### src/rtl/fdp_pkg.sv
package fdp_pkg;
  localparam int DQ_POLL   = 7;
  localparam int DQ_TOGGLE = 6;
  localparam int DQ_LIMIT  = 5;
  localparam logic [7:0] RESET_CMD = 8'hF0;

  typedef enum logic [2:0] {
    S_IDLE, S_DP_MAIN, S_DP_RECHECK, S_TG_FIRST, S_TG_SECOND, S_TG_RE1, S_TG_RE2
  } state_t;

  typedef enum logic [2:0] {
    A_WAIT, A_READ, A_PASS, A_FAIL, A_TMO
  } act_t;
endpackage

### src/rtl/fdp_read_port.sv
module fdp_read_port #(
  parameter int AW = 19
) (
  input  logic          clk,
  input  logic          rst,
  input  logic          issue,
  input  logic [AW-1:0] addr_in,
  output logic          rd_req,
  output logic [AW-1:0] rd_addr,
  input  logic          rd_valid,
  input  logic [7:0]    rd_data,
  output logic          accept,
  output logic          resp_pulse,
  output logic [7:0]    resp_byte
);
  assign accept = rd_req & rd_valid;

  always_ff @(posedge clk) begin
    if (rst) begin
      rd_req     <= 1'b0;
      rd_addr    <= '0;
      resp_pulse <= 1'b0;
      resp_byte  <= 8'h00;
    end else begin
      resp_pulse <= 1'b0;
      if (accept) begin
        rd_req     <= 1'b0;
        resp_byte  <= rd_data;
        resp_pulse <= 1'b1;
      end else if (issue && !rd_req) begin
        rd_req  <= 1'b1;
        rd_addr <= addr_in;
      end
    end
  end

  p_req_held_r2: assert property (@(posedge clk) disable iff (rst)
    rd_req && !rd_valid |=> rd_req && $stable(rd_addr));
  p_req_drops_r2: assert property (@(posedge clk) disable iff (rst)
    rd_req && rd_valid |=> !rd_req);
  p_no_overlap_r2: assert property (@(posedge clk) disable iff (rst)
    issue |-> !rd_req);
endmodule

### src/rtl/fdp_poll_budget.sv
module fdp_poll_budget #(
  parameter int CW = 16
) (
  input  logic          clk,
  input  logic          rst,
  input  logic          clear,
  input  logic          tick,
  input  logic [CW-1:0] limit,
  output logic          exhausted
);
  localparam logic [CW-1:0] CNT_MAX = '1;
  logic [CW-1:0] count;

  always_ff @(posedge clk) begin
    if (rst || clear) count <= '0;
    else if (tick && count != CNT_MAX) count <= count + 1'b1;
  end

  assign exhausted = (count >= limit);

  p_count_monotonic_r9: assert property (@(posedge clk) disable iff (rst)
    !clear |=> count >= $past(count));
endmodule

### src/rtl/flash_done_poller.sv
module flash_done_poller
  import fdp_pkg::*;
#(
  parameter int AW         = 19,
  parameter int CW         = 16,
  parameter bit FAIL_RESET = 1'b1
) (
  input  logic          clk,
  input  logic          rst,
  input  logic          start,
  input  logic          method,
  input  logic [AW-1:0] poll_addr,
  input  logic          expect_msb,
  input  logic [CW-1:0] max_polls,
  output logic          busy,
  output logic          done,
  output logic          op_pass,
  output logic          op_fail,
  output logic          op_timeout,
  output logic [7:0]    last_status,
  output logic          rd_req,
  output logic [AW-1:0] rd_addr,
  input  logic          rd_valid,
  input  logic [7:0]    rd_data,
  output logic          wr_req,
  output logic [AW-1:0] wr_addr,
  output logic [7:0]    wr_data
);
  state_t        state, nstate;
  act_t          act;
  logic [AW-1:0] addr_q;
  logic          exp_q, prev_q;
  logic [CW-1:0] lim_q;
  logic          issue, clear, accept, resp_pulse, exhausted;
  logic [7:0]    resp_byte;
  logic          match, toggled, limit_hit;

  fdp_read_port #(.AW(AW)) u_port (
    .clk(clk), .rst(rst), .issue(issue), .addr_in(addr_q),
    .rd_req(rd_req), .rd_addr(rd_addr), .rd_valid(rd_valid), .rd_data(rd_data),
    .accept(accept), .resp_pulse(resp_pulse), .resp_byte(resp_byte)
  );

  fdp_poll_budget #(.CW(CW)) u_budget (
    .clk(clk), .rst(rst), .clear(clear), .tick(accept),
    .limit(lim_q), .exhausted(exhausted)
  );

  assign match     = (resp_byte[DQ_POLL] == exp_q);
  assign toggled   = (resp_byte[DQ_TOGGLE] != prev_q);
  assign limit_hit = resp_byte[DQ_LIMIT];

  always_comb begin
    act    = A_WAIT;
    nstate = state;
    case (state)
      S_IDLE: if (start) begin
        act    = A_READ;
        nstate = method ? S_TG_FIRST : S_DP_MAIN;
      end
      S_DP_MAIN: if (resp_pulse) begin
        if (match)          act = A_PASS;
        else if (exhausted) act = A_TMO;
        else begin
          act    = A_READ;
          nstate = limit_hit ? S_DP_RECHECK : S_DP_MAIN;
        end
      end
      S_DP_RECHECK: if (resp_pulse) act = match ? A_PASS : A_FAIL;
      S_TG_FIRST: if (resp_pulse) begin
        if (exhausted) act = A_TMO;
        else begin act = A_READ; nstate = S_TG_SECOND; end
      end
      S_TG_SECOND: if (resp_pulse) begin
        if (!toggled)       act = A_PASS;
        else if (exhausted) act = A_TMO;
        else begin
          act    = A_READ;
          nstate = limit_hit ? S_TG_RE1 : S_TG_FIRST;
        end
      end
      S_TG_RE1: if (resp_pulse) begin
        if (exhausted) act = A_TMO;
        else begin act = A_READ; nstate = S_TG_RE2; end
      end
      S_TG_RE2: if (resp_pulse) act = toggled ? A_FAIL : A_PASS;
      default: nstate = S_IDLE;
    endcase
    if (act == A_PASS || act == A_FAIL || act == A_TMO) nstate = S_IDLE;
  end

  always_ff @(posedge clk) begin
    if (rst) begin
      state       <= S_IDLE;
      busy        <= 1'b0;
      done        <= 1'b0;
      op_pass     <= 1'b0;
      op_fail     <= 1'b0;
      op_timeout  <= 1'b0;
      last_status <= 8'h00;
      wr_req      <= 1'b0;
      wr_addr     <= '0;
      wr_data     <= 8'h00;
      issue       <= 1'b0;
      clear       <= 1'b0;
      addr_q      <= '0;
      exp_q       <= 1'b0;
      prev_q      <= 1'b0;
      lim_q       <= '0;
    end else begin
      state  <= nstate;
      done   <= 1'b0;
      wr_req <= 1'b0;
      clear  <= 1'b0;
      issue  <= (act == A_READ);
      if (state == S_IDLE && start) begin
        addr_q     <= poll_addr;
        exp_q      <= expect_msb;
        lim_q      <= max_polls;
        busy       <= 1'b1;
        op_pass    <= 1'b0;
        op_fail    <= 1'b0;
        op_timeout <= 1'b0;
        clear      <= 1'b1;
      end
      if (resp_pulse) begin
        prev_q      <= resp_byte[DQ_TOGGLE];
        last_status <= resp_byte;
      end
      case (act)
        A_PASS: begin done <= 1'b1; busy <= 1'b0; op_pass <= 1'b1; end
        A_TMO:  begin done <= 1'b1; busy <= 1'b0; op_timeout <= 1'b1; end
        A_FAIL: begin
          done    <= 1'b1;
          busy    <= 1'b0;
          op_fail <= 1'b1;
          wr_req  <= FAIL_RESET;
          wr_addr <= addr_q;
          wr_data <= RESET_CMD;
        end
        default: ;
      endcase
    end
  end

  p_done_onehot_r10: assert property (@(posedge clk) disable iff (rst)
    done |-> $onehot({op_pass, op_fail, op_timeout}));
  p_busy_ends_with_done_r10: assert property (@(posedge clk) disable iff (rst)
    $fell(busy) |-> done);
  p_idle_bus_at_done_r2: assert property (@(posedge clk) disable iff (rst)
    done |-> !rd_req);
  p_write_on_fail_r8: assert property (@(posedge clk) disable iff (rst)
    wr_req |-> op_fail && done);
  p_timeout_spent_r9: assert property (@(posedge clk) disable iff (rst)
    done && op_timeout |-> exhausted);
  p_addr_frozen_r11: assert property (@(posedge clk) disable iff (rst)
    busy && !done |=> $stable(addr_q));
  p_recheck_final_r5: assert property (@(posedge clk) disable iff (rst)
    state == S_DP_RECHECK && resp_pulse |=> done && !op_timeout);
endmodule

### config.mk
export PLATFORM = sky130hd
export DESIGN_NAME = flash_done_poller
export DESIGN_NICKNAME = d
export VERILOG_FILES = /design/src/rtl/fdp_pkg.sv /design/src/rtl/fdp_read_port.sv /design/src/rtl/fdp_poll_budget.sv /design/src/rtl/flash_done_poller.sv
export SDC_FILE = /design/constraint.sdc
export NUM_CORES = 1
export LEC_CHECK = 0
export ABC_AREA = 1
export BUFFER_PORTS_ARGS = -buffer_cell sky130_fd_sc_hd__buf_2
export CAP_MARGIN = 0
export CORE_MARGIN = 4
export CORE_UTILIZATION = 55
export DETAILED_ROUTE_END_ITERATION = 6
export GPL_TIMING_DRIVEN = 0
export MAX_ROUTING_LAYER = met4
export PLACE_DENSITY = 0.81
export SLEW_MARGIN = 10
export SYNTH_ARGS = -nofsm -noshare
export SYNTH_HDL_FRONTEND = slang
export SYNTH_SLANG_ARGS = --single-unit
### constraint.sdc
create_clock -name clk -period 4 [get_ports clk]
set_clock_uncertainty 0.1 [all_clocks]
set_input_delay 0.2 -clock clk [delete_from_list [all_inputs] [get_ports clk]]
set_output_delay 0.2 -clock clk [all_outputs]
set_load 0.02 [all_outputs]
==> flow_summary_export.csv <==
group,metric,value,unit
worst_setup_path,cp.arrival,2.39,ns
pwr,switching_share,34.56,%
synth,synth_top_area_share,47.73,%
layout,fillers,604,
synth,synthCells,679,
routing,via_per_inst,5.479,
layout,syn_to_final_growth,33.46,%
synth,synth-seq-area-share,47.73,%
grt,grt_start_max_net_pins,17,
synth,synth_top_cells_by_count,"nor2_1, dfxtp_1, nand2_1",
outcome,status,"completed",
floorplan,core_area,8806,um^2
routing,wl_per_cell,15.37,um
pwr,p_leak,0.003182,uW
cts,cts_sinks,120,
floorplan,initial_core_util,57.16,%
synth,syn-cell-area,5034,um^2
cts,clk_pin_slew,0.06,ns
floorplan,row_count,34,
timing,rsz0062_at_grt,"no",
timing,max_freq,0.4809,GHz
cts,cts_made_buffers,17,
grt,antenna_found_initial,0,
timing,finalCritPeriodShare,51.98,%
cts,postCtsSetupRepairBufs,0,
worst_setup_path,crit_required,4.31,ns
grt,first_global_vias,5495,
floorplan,die_area,10750,um^2
floorplan,io_pins,110,
pwr,power_switching,1333,uW
synth,yosysTopAreaCell,"dfxtp_1",
pwr,power_density,574.0,nW/um^2
layout,utilization,76.29,%
routing,vias,5320,
timing,finalMaxSlewViolations,0,
synth,yosysWarnings,0,
synth,synth.distinct_cells,32,
routing,dr.first_iter.drc_count,276,
pwr,pwr-share-comb,23.2,%
timing,worst_slack,1.921,ns
placed_design,place_ws,1.926,ns
routing,first_pass_iters,5,
layout,num_antenna_cells,0,
timing,finalSetupViolCount,0,
timing,relSlewSlack,60.14,%
worst_setup_path,cp_max_fo,6,
synth,synth-main-ff-cell,"dfxtp_1",
pwr,ir_drop,0.3270,mV
worst_setup_path,path_class,"flop to flop",
cts,clock-root-buffer,"clkbuf_8",
cts,hold_buffers,45,
layout,final_nets,916,
placed_design,port-buffer-count,104,
routing,antenna_left,0,
cts,htreeDepth,4,
routing,drc,0,
floorplan,die_w,103.7,um
synth,synth_most_common_cell,"nor2_1",
synth,synthTopCellsByArea,"dfxtp_1, nor2_1, nand2_1",
hold_path,worstHoldPathType,"primary input to flop",
worst_setup_path,timing.critical_path.from_type,"flop",
placed_design,hpwl,9967,um
grt,grt.overflow.total,0,
worst_setup_path,end_kind,"flop",
pwr,intPower,2523,uW
layout,drive_gt1_share,19.35,%
cts,clockBufferDepth,2,
timing,hold_viol_final,0,
job,max-cap-violations,0,
cts,clk_latency,0.51,ns
timing,setup_tns,0,ns
synth,async_flop_share,0,%
grt,grt_use_total,29.27,%
floorplan,die_y,103.7,um
synth,synth_seq_cells,120,
cts,cts_resized,0,
placed_design,globalplace.congestion,0.8921,
cts,cts_tree,"built",
timing,worstMarginPinSlew,0.5979,ns
grt,grt_pass1_wl,25410,um
timing,min_period,2.079,ns
pwr,seqPwrFrac,38.9,%
synth,synth-edff-count,0,
synth,syn_avg_cell_area,7.413,um^2
timing,hold_ws,0.03591,ns
pwr,p_clk_share,37.9,%
routing,finalWirelength,14920,um
==> metrics by stage <==
stage | power, uW | cell area, um^2 | std cells
2_1_floorplan | 2067 | 5045 | 682
3_3_place_gp | 2286 | 5700 | 894
3_5_place_dp | 2343 | 5700 | 894
4_1_cts | 3832 | 6718 | 971
5_1_grt | 4039 | 6718 | 971
6_report | 3856 | 6718 | 971
==> flip-flops by register name, summed over array words and instances, names as in the netlist, 3 cells and up <==
| register | count |
|---|---|
| u_budget.count | 16 |
| u_port.rd_addr | 19 |
| wr_addr | 19 |
| last_status | 8 |
| lim_q | 16 |
| u_port.resp_byte | 8 |
| state | 3 |
| addr_q | 19 |
==> critical path, stage by stage (launching register included) <==
cell	delay, ns
dfxtp_1	0.47
ha_1	0.32
a21oi_1	0.14
o21ai_0	0.12
a21oi_1	0.24
nand2_1	0.13
nand2_1	0.10
nand3_1	0.16
nor2_1	0.15
nor2_1	0.06
==> cell type report <==
cell class	count	area, um^2	share of cell area (%)
Timing Repair Buffer	149	970.9	14.45
Multi-Input combinational cell	465	2232	33.23
Tap cell	108	135.1	2.012
Buffer	35	177.7	2.645
Clock buffer	17	414.1	6.165
Sequential cell	120	2402	35.76
Clock inverter	15	152.6	2.272
Inverter	62	232.7	3.464
==> placed cells by master (no fill, tap or decap), drive strengths merged, types with 2 or more instances in the layout <==
| master | synthesis | routed |
|---|---|---|
| ha | 17 | 17 |
| o21ai | 76 | 76 |
| a21oi | 60 | 60 |
| nand3 | 22 | 22 |
| nor2 | 129 | 129 |
| clkinv | 2 | 6 |
| o21a | 2 | 2 |
| buf | 15 | 119 |
| clkbuf | 20 | 37 |
| xor2 | 5 | 5 |
| dlygate4sd3 | 0 | 45 |
| conb | 1 | 4 |
| a31oi | 2 | 2 |
| inv | 60 | 69 |
| nand4 | 10 | 10 |
| nand2 | 124 | 124 |
| nor3 | 6 | 6 |
| dfxtp | 120 | 120 |
| o211ai | 2 | 2 |
==> kinds of logic after synthesis <==
logic type | count (synthesis) | share of synthesized area, %
AND/OR/NAND/NOR | 294 | 24.04
AO/OA/AOI/OAI | 144 | 14.74
flip-flops | 120 | 47.73
buffers and inverters | 97 | 8.153
adder cells (fa/ha/maj) | 17 | 4.226
XOR/XNOR | 6 | 1.044
other | 1 | 0.07450
==> metal layers <==
metal  global-route usage (%)  wire length (um)  share of wire (%)  up-vias
li1                         -                 -                  -     2527
met1                    32.37              5796                 39     2460
met2                    50.61              7405                 50      286
met3                    6.903              1262                8.5       47
met4                    12.54               457                3.1        0
met5                        -                 0                  0        -
==> final timing paths <==
| path | slack [ns] | cells after the start | to | startpoint |
|---|---|---|---|---|
| setup / recovery | 1.92 | 9 | state[0] | u_budget.count[11] |
| hold / removal | 0.04 | 4 | u_port.resp_byte[6] | rd_valid |
| setup reg to reg | 1.92 | 9 | state[0] | u_budget.count[11] |
| hold reg to reg | 0.36 | 2 | wr_addr[7] | wr_addr[7] |
==> power by group through the flow <==
stage               clock network [uW]  logic [uW]  registers (uW)
detailed placement                   0         832            1510
floorplan                            0         526            1540
global placement                     0         781            1510
finish                            1460         894            1500
global route                      1520        1000            1510
CTS                               1460         878            1490
Note: power is estimated with default switching activity, not from simulation.
